<file path="src/rtl/alu8_pkg.sv">
package alu8_pkg;
  typedef enum logic [3:0] {
    OP_ADD = 4'd0, OP_ADC = 4'd1, OP_SUB = 4'd2, OP_SBB = 4'd3,
    OP_CMP = 4'd4, OP_AND = 4'd5, OP_OR  = 4'd6, OP_XOR = 4'd7,
    OP_NOT = 4'd8, OP_RLC = 4'd9, OP_RRC = 4'd10, OP_RAL = 4'd11,
    OP_RAR = 4'd12, OP_DAA = 4'd13, OP_RS14 = 4'd14, OP_RS15 = 4'd15
  } alu_op_e;

  localparam int FL_S  = 7;
  localparam int FL_Z  = 6;
  localparam int FL_AC = 4;
  localparam int FL_P  = 2;
  localparam int FL_CY = 0;
endpackage

</file>
<file path="src/rtl/alu8_adder.sv">
module alu8_adder #(
  parameter int W = 8,
  parameter int H = 4
) (
  input  logic [W-1:0] a_i,
  input  logic [W-1:0] b_i,
  input  logic         sub_i,
  input  logic         cin_i,
  output logic [W-1:0] sum_o,
  output logic         cy_o,
  output logic         hc_o
);
  logic [W-1:0] b_eff;
  logic         c0;
  logic [W:0]   full;
  logic [H:0]   low;

  always_comb begin
    b_eff = sub_i ? ~b_i : b_i;
    c0    = sub_i ^ cin_i;
    full  = {1'b0, a_i} + {1'b0, b_eff} + {{W{1'b0}}, c0};
    low   = {1'b0, a_i[H-1:0]} + {1'b0, b_eff[H-1:0]} + {{H{1'b0}}, c0};
    sum_o = full[W-1:0];
    cy_o  = full[W] ^ sub_i;   // borrow is inverted carry
    hc_o  = low[H];
  end
endmodule

</file>
<file path="src/rtl/alu8_logic.sv">
module alu8_logic
  import alu8_pkg::*;
#(
  parameter int W = 8
) (
  input  alu_op_e      op_i,
  input  logic [W-1:0] a_i,
  input  logic [W-1:0] b_i,
  input  logic         cy_i,
  output logic [W-1:0] res_o,
  output logic         cy_o
);
  always_comb begin
    res_o = a_i;
    cy_o  = cy_i;
    unique case (op_i)
      OP_AND: res_o = a_i & b_i;
      OP_OR:  res_o = a_i | b_i;
      OP_XOR: res_o = a_i ^ b_i;
      OP_NOT: res_o = ~a_i;
      OP_RLC: begin res_o = {a_i[W-2:0], a_i[W-1]}; cy_o = a_i[W-1]; end
      OP_RRC: begin res_o = {a_i[0], a_i[W-1:1]};   cy_o = a_i[0];   end
      OP_RAL: begin res_o = {a_i[W-2:0], cy_i};     cy_o = a_i[W-1]; end
      OP_RAR: begin res_o = {cy_i, a_i[W-1:1]};     cy_o = a_i[0];   end
      default: ;
    endcase
  end
endmodule

</file>
<file path="src/rtl/alu8_daa.sv">
module alu8_daa (
  input  logic [7:0] a_i,
  input  logic       ac_i,
  input  logic       cy_i,
  output logic [7:0] res_o,
  output logic       ac_o,
  output logic       cy_o
);
  logic       fix_lo, fix_hi;
  logic [7:0] corr;
  logic [4:0] low;

  always_comb begin
    fix_lo = ac_i || (a_i[3:0] > 4'd9);
    fix_hi = cy_i || (a_i > 8'h99);
    corr   = {fix_hi ? 4'h6 : 4'h0, fix_lo ? 4'h6 : 4'h0};
    res_o  = a_i + corr;
    low    = {1'b0, a_i[3:0]} + {1'b0, corr[3:0]};
    ac_o   = low[4];
    cy_o   = cy_i || (a_i > 8'h99);
  end
endmodule

</file>
<file path="src/rtl/alu8_flags.sv">
module alu8_flags
  import alu8_pkg::*;
#(
  parameter int DATA_W = 8,
  parameter int PAIR_W = 16
) (
  input  logic              clk_i,
  input  logic              rst_ni,
  input  logic              en_i,
  input  logic [3:0]        op_i,
  input  logic [DATA_W-1:0] a_i,
  input  logic [DATA_W-1:0] b_i,
  input  logic              pair_en_i,
  input  logic [PAIR_W-1:0] pair_a_i,
  input  logic [PAIR_W-1:0] pair_b_i,
  output logic [DATA_W-1:0] result_o,
  output logic              acc_we_o,
  output logic [PAIR_W-1:0] pair_sum_o,
  output logic [7:0]        flags_o
);
  localparam int HALF_W = DATA_W / 2;

  alu_op_e           op;
  logic [7:0]        flags_q, flags_d;
  logic              sub, cin;
  logic [DATA_W-1:0] add_sum, lg_res, daa_res;
  logic              add_cy, add_hc, lg_cy, daa_ac, daa_cy;
  logic [PAIR_W:0]   pair_full;

  assign op  = alu_op_e'(op_i);
  assign sub = (op == OP_SUB) || (op == OP_SBB) || (op == OP_CMP);
  assign cin = ((op == OP_ADC) || (op == OP_SBB)) && flags_q[FL_CY];

  alu8_adder #(.W(DATA_W), .H(HALF_W)) u_add (
    .a_i(a_i), .b_i(b_i), .sub_i(sub), .cin_i(cin),
    .sum_o(add_sum), .cy_o(add_cy), .hc_o(add_hc)
  );

  alu8_logic #(.W(DATA_W)) u_logic (
    .op_i(op), .a_i(a_i), .b_i(b_i), .cy_i(flags_q[FL_CY]),
    .res_o(lg_res), .cy_o(lg_cy)
  );

  alu8_daa u_daa (
    .a_i(a_i), .ac_i(flags_q[FL_AC]), .cy_i(flags_q[FL_CY]),
    .res_o(daa_res), .ac_o(daa_ac), .cy_o(daa_cy)
  );

  always_comb begin
    flags_d = flags_q;
    unique case (op)
      OP_ADD, OP_ADC, OP_SUB, OP_SBB, OP_CMP: begin
        result_o          = add_sum;
        flags_d[FL_CY]    = add_cy;
        flags_d[FL_AC]    = add_hc;
      end
      OP_AND, OP_OR, OP_XOR: begin
        result_o          = lg_res;
        flags_d[FL_CY]    = 1'b0;
        flags_d[FL_AC]    = (op == OP_AND);
      end
      OP_NOT: result_o = lg_res;
      OP_RLC, OP_RRC, OP_RAL, OP_RAR: begin
        result_o          = lg_res;
        flags_d[FL_CY]    = lg_cy;
      end
      OP_DAA: begin
        result_o          = daa_res;
        flags_d[FL_CY]    = daa_cy;
        flags_d[FL_AC]    = daa_ac;
      end
      default: result_o = a_i;
    endcase
    if (op <= OP_XOR || op == OP_DAA) begin
      flags_d[FL_S] = result_o[DATA_W-1];
      flags_d[FL_Z] = (result_o == '0);
      flags_d[FL_P] = ~^result_o;
    end
    flags_d[5] = 1'b0;
    flags_d[3] = 1'b0;
    flags_d[1] = 1'b0;
  end

  assign acc_we_o   = en_i && !pair_en_i &&
                      (op != OP_CMP) && (op != OP_RS14) && (op != OP_RS15);
  assign pair_full  = {1'b0, pair_a_i} + {1'b0, pair_b_i};
  assign pair_sum_o = pair_full[PAIR_W-1:0];

  always_ff @(posedge clk_i or negedge rst_ni) begin
    if (!rst_ni)        flags_q <= 8'h00;
    else if (pair_en_i) flags_q[FL_CY] <= pair_full[PAIR_W];
    else if (en_i)      flags_q <= flags_d;
  end

  assign flags_o = flags_q;
endmodule

</file>
<file path="config.mk">
export PLATFORM = sky130hd
export DESIGN_NAME = alu8_flags
export DESIGN_NICKNAME = d
export VERILOG_FILES = /design/src/rtl/alu8_pkg.sv /design/src/rtl/alu8_adder.sv /design/src/rtl/alu8_logic.sv /design/src/rtl/alu8_daa.sv /design/src/rtl/alu8_flags.sv
export SDC_FILE = /design/constraint.sdc
export NUM_CORES = 1
export LEC_CHECK = 0
export BUFFER_PORTS_ARGS = -buffer_cell sky130_fd_sc_hd__buf_2
export CAP_MARGIN = 30
export CORE_MARGIN = 3
export CORE_UTILIZATION = 45
export DETAILED_ROUTE_END_ITERATION = 8
export PLACE_DENSITY = 0.71
export SLEW_MARGIN = 20
export SYNTH_ARGS = -nofsm -noshare
export SYNTH_HDL_FRONTEND = slang
export SYNTH_SLANG_ARGS = --single-unit
</file>
<file path="constraint.sdc">
create_clock -name clk_i -period 5.94 [get_ports clk_i]
set_clock_uncertainty 0.05 [all_clocks]
set_input_delay 0.594 -clock clk_i [delete_from_list [all_inputs] [get_ports clk_i]]
set_output_delay 0.594 -clock clk_i [all_outputs]
set_load 0.05 [all_outputs]
</file>
==> impl_metrics.json, run 1 <==
{
  "grt.overflow.total": 0,
  "cts-root-buf": "clkbuf_8",
  "syn-cell-area_um2": 2800,
  "area_growth_pct": 16.8,
  "period_share_pct": 76.7,
  "finish.utilization_pct": 54.9,
  "critPathLaunch": "op_i[2]",
  "min_period_ns": 4.56,
  "max_freq_ghz": 0.219,
  "cts_tree": "yes",
  "use_met1_pct": 30.7,
  "yosysWarningCount": 0,
  "grt_pass1_wl_mm": 13.5,
  "seq_power_share_pct": 7.6,
  "synth_top_family_by_area": "compound AO/OA/AOI/OAI gates",
  "die_h_um": 84.9,
  "drt_iter0_drc": 305,
  "yosys.area_share.simple_pct": 16.0,
  "layout.nets": 561,
  "critPathRequiredTime_ns": 5.30,
  "htree_levels": 1,
  "dr.pass1.iters": 5,
  "p_int_uw": 273,
  "grt_pass1_vias": 2924,
  "criticalPathCategory": "in2out",
  "synth.distinct_cells": 65,
  "final_antenna_net_count": 0,
  "hpwlAfterDp_mm": 6.89,
  "yosys.area_share.xor_xnor_pct": 10.6,
  "synth_mux_area_share_pct": 2.64,
  "peakVddDrop_mv": 0.203,
  "antenna_found_initial": 0,
  "diodes": 0,
  "synth-compound-area-share_pct": 33.7,
  "rsz0062_at_grt": "no",
  "maxCapViolCount": 0,
  "drive_gt1_share_pct": 23.2,
  "arrival_ns": 3.91,
  "top_usage_layer": "met2",
  "clock-sinks": 5,
  "vias": 3131,
  "num_io_pins": 89,
  "synth-seq-area-share_pct": 4.47,
  "tightestPinTransition_ns": 0.695,
  "drcViolationCount": 0,
  "start_util_pct": 47.0,
  "synth_edf_count": 0,
  "start_kind": "input pin",
  "core_um2": 5960,
  "io_buffers": 85,
  "p_sw_share_pct": 58.1,
  "status": "finished clean",
  "grtUsageMet2_pct": 35.8,
  "met3_usage_pct": 4.56,
  "post_cts_buffers": 0,
  "setup_tns_ns": 0,
  "vias_per_cell": 5.93,
  "dieArea_um2": 7200,
  "max_slew_margin_pct": 52.5,
  "r2r_start": "flags_o[0]",
  "switchingPower_uw": 378,
  "rows": 28,
  "clk_pin_slew_ns": 0.03,
  "p_leak_uw": 0.00161,
  "clock_power_share_pct": 9.4,
  "grt_max_degree": 28,
  "hp-class": "in2async",
  "fp.dieW_um": 84.9,
  "synthAdderAreaFrac_pct": 23.9,
  "grtUsageTotal_pct": 22.4,
  "worstSetupEndpointType": "output port",
  "clk_latency_ns": 0.22,
  "cts_buffer_depth": 2,
  "synth-async-reset-ratio_pct": 100,
  "gp_congestion": 0.956,
  "ctsHoldBuffers": 0,
  "drv_slew": 0,
  "numCtsBuffers": 3,
  "cts_resized": 0,
  "synth_area_per_cell_um2": 7.39,
  "power.density_nw_per_um2": 199,
  "setup_viol": 0,
  "synth_cells": 379,
  "wire_per_inst_um": 15.8,
  "fillers": 599,
  "largest_reg_flops": 5,
  "totalPowerFinal_uw": 651,
  "ys.flop_type": "dfrtp_1",
  "ys_ff_latch": 5,
  "hold_viol_final": 0,
  "comb_power_share_pct": 83.0,
  "critPathMaxFanout": 27,
  "routed_wl_mm": 8.35,
  "r2r_slack_ns": 2.07
}
stage by stage:
stage	instances	worst slack [ns]	area [um^2]	hold slack, ns
floorplan	381	1.41	2810	0.248
global placement	523	0.816	3220	0.359
detailed placement	524	1.26	3220	0.361
CTS	528	1.43	3270	0.130
global route	528	1.16	3270	0.131
finish	528	1.38	3270	0.131
path summary, 6_finish.rpt:
kind                               end  cells past startpoint
min reg2reg                 flags_o[7]                      1
max reg2reg                 flags_o[2]                     16
max                        result_o[6]                     14
max in group asynchronous   flags_o[7]                      1
min                         flags_o[6]                      1
min in group clk_i          flags_o[7]                      1
power groups by stage:
stage	logic [uW]	clock network, uW	registers [uW]
after floorplan	400	0	68.9
after global placement	531	0	49.9
after detailed placement	535	0	50.4
after CTS	537	63.2	50.0
after global routing	583	66.0	51.2
final	540	61.1	49.8
placed cells by master (no fill, tap or decap), drive strengths merged, types with 7 or more instances in the layout:
master / Yosys / final
o21ai: 24 / 24
a22oi: 7 / 7
ha: 47 / 47
inv: 33 / 33
buf: 16 / 86
xnor2: 28 / 28
a21oi: 38 / 38
nand2: 28 / 28
nor2: 30 / 30
a21o: 9 / 9
logic make-up after synthesis:
family / Yosys count
multiplexers: 6
other: 1
XOR/XNOR: 34
adder cells (fa/ha/maj): 51
AND/OR/NAND/NOR: 95
flip-flops: 5
AO/OA/AOI/OAI: 134
buffers and inverters: 53
critical path: stages:
cell and delay (ns):
buf_2 0.24, inv_1 0.22, nand2_1 0.10, a21oi_1 0.45, xnor2_1 0.16, fa_1 0.45, fa_1 0.41, a21oi_1 0.20
o21ai_0 0.14, a31oi_1 0.24, xnor2_1 0.14, nand2_1 0.09, a22oi_1 0.17, buf_2 0.30
synthesized netlist by cell type (6+ instances only):
| master | instances | area [um^2] |
|---|---|---|
| xor2_1 | 6 | 52.6 |
| ha_1 | 47 | 588 |
| nand2_1 | 28 | 105 |
| buf_2 | 6 | 30.0 |
| a22oi_1 | 7 | 52.6 |
| a21o_1 | 9 | 67.6 |
| nor2_1 | 30 | 113 |
| inv_1 | 33 | 124 |
| nor2b_1 | 6 | 37.5 |
| xnor2_1 | 28 | 245 |
| a21oi_1 | 36 | 180 |
| buf_4 | 7 | 52.6 |
| nand3_1 | 6 | 30.0 |
| o21ai_0 | 24 | 120 |
final cells by class:
cell class / count / area (um^2) / area share (%)
multi-input combinational: 323 / 2440 / 74.7
timing repair buffer: 86 / 433 / 13.2
inverter: 35 / 131 / 4.02
sequential: 5 / 125 / 3.83
tap: 75 / 93.8 / 2.87
clock buffer: 4 / 45.0 / 1.38
per-layer routing:
metal / wire [um] / vias to the layer above
met3: 762 / 20
met5: 0 / -
met1: 3750 / 1421
met4: 189 / 0
met2: 3650 / 162
li1: - / 1528
No activity file was read; power rests on OpenSTA's default activity.
==> run 2: changes to the inputs <==
clock period = 4.8 ns   (was 5.94 ns; I/O delays follow)
==> run 2 against run 1 <==
Against the previous run:
- clock-buffer cell count did not move
- sequential cell count did not move
- critical path type is now in2reg
- largest power group unchanged
- non-clock buffer count rose by 1
==> impl_metrics.json, run 2 (synthesized netlist as in run 1, its figures left out) <==
{
  "wire_per_inst_um": 15.9,
  "design_area_um2": 3280,
  "critPathRequiredTime_ns": 4.85,
  "numCtsBuffers": 3,
  "routed_wl_mm": 8.42,
  "cts_tree": "yes",
  "placed_area_um2": 3230,
  "final_antenna_net_count": 0,
  "clock-sinks": 5,
  "gp_congestion": 0.939,
  "fillers": 619,
  "num_io_pins": 89,
  "grtUsageTotal_pct": 23.2,
  "antenna_found_initial": 0,
  "drive_gt1_share_pct": 23.3,
  "peakVddDrop_mv": 0.181,
  "grt.overflow.total": 0,
  "io_buffers": 85,
  "arrival_ns": 4.24,
  "crit_path_top_delay_cell": "fa_1",
  "dieArea_um2": 7200,
  "max_slew_margin_pct": 52.6,
  "clk_latency_ns": 0.22,
  "grt_pass1_wl_mm": 13.9,
  "setup_tns_ns": 0,
  "core_um2": 5960,
  "cp_top_family": "adder cells",
  "vias_per_cell": 5.92,
  "clk_pin_slew_ns": 0.04,
  "hp-class": "in2async",
  "p_leak_uw": 0.00161,
  "largest_reg_flops": 5,
  "finish.utilization_pct": 55.0,
  "rows": 28,
  "hold_viol_final": 0,
  "vias": 3132,
  "final_cell_mix": "buf_2 (85), ha_1 (47), a21oi_1 (36), inv_1 (33), nor2_1 (30)",
  "die_h_um": 84.9,
  "crit_buf_inv": 2,
  "layout_commonest_cell": "buf_2",
  "min_period_ns": 4.19,
  "start_kind": "input pin",
  "start_util_pct": 47.0,
  "totalPowerFinal_uw": 809,
  "r2r_slack_ns": 0.94,
  "criticalPathCategory": "in2reg",
  "cp_cell_sequence": "buf_2, inv_1, nand2_1, a21oi_1, xnor2_1, fa_1, fa_1, a21oi_1, o21ai_0, a31oi_1, xnor2_1, nand2_1, a22o_1, ha_1, xnor2_1, xnor2_1, mux2_2",
  "drcViolationCount": 0,
  "rsz0062_at_grt": "no",
  "grt_pass1_vias": 2975,
  "fp.dieW_um": 84.9,
  "post_cts_buffers": 0,
  "diodes": 0,
  "hpwlAfterDp_mm": 6.97,
  "dr.pass1.iters": 5,
  "cts_resized": 0,
  "status": "finished clean",
  "layout.nets": 562,
  "ctsHoldBuffers": 0,
  "critPathMaxFanout": 27,
  "crit_top_cell": "xnor2_1",
  "max_freq_ghz": 0.239,
  "maxCapViolCount": 0,
  "worstSetupEndpointType": "flip-flop",
  "grt_max_degree": 28,
  "drv_slew": 0,
  "period_share_pct": 87.2,
  "power.density_nw_per_um2": 247,
  "cts_buffer_depth": 2,
  "area_growth_pct": 17.0,
  "max_stage_delay_ns": 0.43,
  "setup_viol": 0,
  "cts-root-buf": "clkbuf_8",
  "tightestPinTransition_ns": 0.710,
  "htree_levels": 1,
  "drt_iter0_drc": 387
}
-- run 2: cell types whose count changed in the layout (fill, tap and decap cells not counted), sizes merged --
cell  previous run  this run
buf             86        87
-- run 2: power by group --
group	internal [uW]	leakage [uW]	switching, uW
logic	228	0.00153	442
registers	53.1	0.0000621	8.24
clock network	57.0	0.0000228	21.0
-- run 2: through the flow --
| stage | hold WS, ns | worst slack (ns) | std cells |
|---|---|---|---|
| after CTS | 0.00848 | 0.684 | 529 |
| final | 0.00972 | 0.613 | 529 |
| after global placement | 0.246 | 0.532 | 525 |
| after detailed placement | 0.248 | 0.455 | 525 |
| after floorplan | 0.134 | 0.495 | 381 |
| after global routing | 0.00833 | 0.395 | 529 |
-- run 2: worst reg2reg max path: cells and delay by family, from the launching register on --
family | cells | cell delay, ns
adders and majority gates | 3 | 1.13
AOI/OAI and AO/OA | 5 | 0.87
xor gates and xnor gates | 4 | 0.60
DFF | 1 | 0.50
and+or+nand+nor | 3 | 0.33
muxes | 1 | 0.26
-- run 2: area by class of cell --
type	instances	area, um^2	area share, %
Inverter	35	131	4.01
Clock buffer	4	45.0	1.38
Timing Repair Buffer	87	440	13.4
Tap cell	75	93.8	2.86
Multi-Input combinational cell	323	2440	74.5
Sequential cell	5	125	3.82
-- run 2: final timing paths --
kind	startpoint	endpoint	cells past startpoint
min reg2reg	flags_o[2]	flags_o[2]	1
min in group clk_i	flags_o[2]	flags_o[2]	1
min	rst_ni	flags_o[4]	1
max	op_i[2]	flags_o[2]	17
max in group asynchronous	rst_ni	flags_o[0]	1
max reg2reg	flags_o[0]	flags_o[2]	16
-- run 2: per-layer routing --
layer  GRT usage (%)  part of all wire [%]
met5               0                     0
met4            5.90                   1.9
met3            2.72                   9.5
met2            37.9                    46
met1            32.5                    42
==> run 3: changes to the inputs <==
--- a/constraint.sdc
+++ b/constraint.sdc
@@ -3,3 +3,3 @@
 set_input_delay 0.48 -clock clk_i [delete_from_list [all_inputs] [get_ports clk_i]]
 set_output_delay 0.48 -clock clk_i [all_outputs]
-set_load 0.05 [all_outputs]
+set_load 0.01 [all_outputs]
==> run 3 against run 2 <==
Against the previous run:
- highest routed layer unchanged
- register-to-register slack hardly changed
- largest power group unchanged
- total power down 20%
- critical path type unchanged
- cell count did not move
- sequential cell count did not move
- sequential power increased by 0.8%
- combinational power shrank 24%
- via count down 0.54%
- hold slack improved by 0.0067 ns
- clock-buffer cell count did not move
==> impl_metrics.json, run 3 (synthesized netlist as in run 1, its figures left out) <==
{
  "tightestPinTransition_ns": 0.693,
  "setup_tns_ns": 0,
  "cts_tree": "yes",
  "maxCapViolCount": 0,
  "peakVddDrop_mv": 0.153,
  "critPathLaunch": "op_i[2]",
  "crit_buf_inv": 2,
  "min_period_ns": 4.13,
  "status": "finished clean",
  "dr.pass1.iters": 5,
  "post_cts_buffers": 0,
  "cts_buffer_depth": 2,
  "grt_pass1_vias": 2917,
  "htree_levels": 1,
  "final_cell_mix": "buf_2 (85), ha_1 (47), a21oi_1 (36), inv_1 (33), nor2_1 (30)",
  "cp_top_family": "adder cells",
  "diodes": 0,
  "max_slew_margin_pct": 53.7,
  "drt_iter0_drc": 323,
  "hold_slack_ns": 0.0165,
  "period_share_pct": 86.0,
  "start_kind": "input pin",
  "core_um2": 5960,
  "drive_gt1_share_pct": 23.3,
  "ctsHoldBuffers": 0,
  "fp.dieW_um": 84.9,
  "totalPowerFinal_uw": 646,
  "grt_pass1_wl_mm": 13.7,
  "drv_slew": 0,
  "final_antenna_net_count": 0,
  "num_io_pins": 89,
  "layout_commonest_cell": "buf_2",
  "grtUsageTotal_pct": 22.9,
  "critPathMaxFanout": 27,
  "r2r_start": "flags_o[0]",
  "crit_top_cell": "xnor2_1",
  "cp_cell_sequence": "buf_2, inv_1, nand2_1, a21oi_1, xnor2_1, fa_1, fa_1, a21oi_1, o21ai_0, a31oi_1, xnor2_1, nand2_1, a22o_1, ha_1, xnor2_1, xnor2_1, mux2_2",
  "max_stage_delay_ns": 0.43,
  "antenna_found_initial": 0,
  "clk_latency_ns": 0.22,
  "wire_per_inst_um": 15.9,
  "vias": 3115,
  "dieArea_um2": 7200,
  "clock-sinks": 5,
  "rsz0062_at_grt": "no",
  "grt_max_degree": 28,
  "gp_congestion": 0.950,
  "criticalPathCategory": "in2reg",
  "critPathRequiredTime_ns": 4.85,
  "layout.nets": 562,
  "vias_per_cell": 5.89,
  "hpwlAfterDp_mm": 7.03,
  "clk_pin_slew_ns": 0.03,
  "routed_wl_mm": 8.42,
  "rows": 28,
  "largest_reg_flops": 5,
  "hp-class": "in2async",
  "max_freq_ghz": 0.242,
  "io_buffers": 85,
  "hold_viol_final": 0,
  "drcViolationCount": 0,
  "power.density_nw_per_um2": 197,
  "design_area_um2": 3280,
  "worstSetupEndpointType": "flip-flop",
  "p_leak_uw": 0.00161,
  "setup_viol": 0,
  "cts-root-buf": "clkbuf_8",
  "area_growth_pct": 17.0,
  "arrival_ns": 4.18,
  "cts_resized": 0,
  "start_util_pct": 47.0,
  "grt.overflow.total": 0,
  "die_h_um": 84.9,
  "numCtsBuffers": 3,
  "crit_path_top_delay_cell": "fa_1",
  "placed_area_um2": 3230
}
-- run 3: path summary, 6_finish.rpt --
kind / end / slack, ns / cells after the start
max reg2reg: flags_o[2] / 0.93 / 16
min reg2reg: flags_o[2] / 0.46 / 1
min: flags_o[2] / 0.02 / 1
max in group asynchronous: flags_o[0] / 4.55 / 1
max: flags_o[2] / 0.67 / 17
min in group clk_i: flags_o[2] / 0.46 / 1
-- run 3: routing by layer --
layer  vias to the layer above  GRT usage, %  share of wire [%]
met2                       132          36.9                 45
met4                         0          5.90                2.4
met3                        25          3.50                8.3
li1                       1529             -                  -
met1                      1429          32.0                 45
met5                         -             0                  0
-- run 3: where the power goes --
| group | internal [uW] | switching, uW |
|---|---|---|
| registers | 53.1 | 8.72 |
| logic | 228 | 279 |
| clock network | 57.0 | 20.3 |
| total | 338 | 308 |
-- run 3: layout make-up --
cell class	instances	area, um^2
clock buffer	4	45.0
fill	609	2680
inverter	35	131
multi-input combinational	323	2440
sequential	5	125
tap	75	93.8
timing repair buffer	87	440
-- run 3: worst register-to-register path, stage by stage (launching register included) --
cell	delay [ns]
dfrtp_1	0.52
nand2_1	0.14
xnor2_1	0.16
nand2_1	0.09
a21oi_1	0.08
fa_1	0.40
fa_1	0.42
a21oi_1	0.19
o21ai_0	0.14
a31oi_1	0.21
xnor2_1	0.15
nand2_1	0.09
a22o_1	0.23
ha_1	0.30
xnor2_1	0.22
xnor2_1	0.10
mux2_2	0.27
-- run 3: metrics by stage --
step	utilization, %	cells	worst slack [ns]
4_1_cts	55.0	529	0.668
3_3_place_gp	54.2	525	0.523
2_1_floorplan	-	381	0.842
3_5_place_dp	54.2	525	0.438
6_report	55.0	529	0.672
5_1_grt	55.0	529	0.367
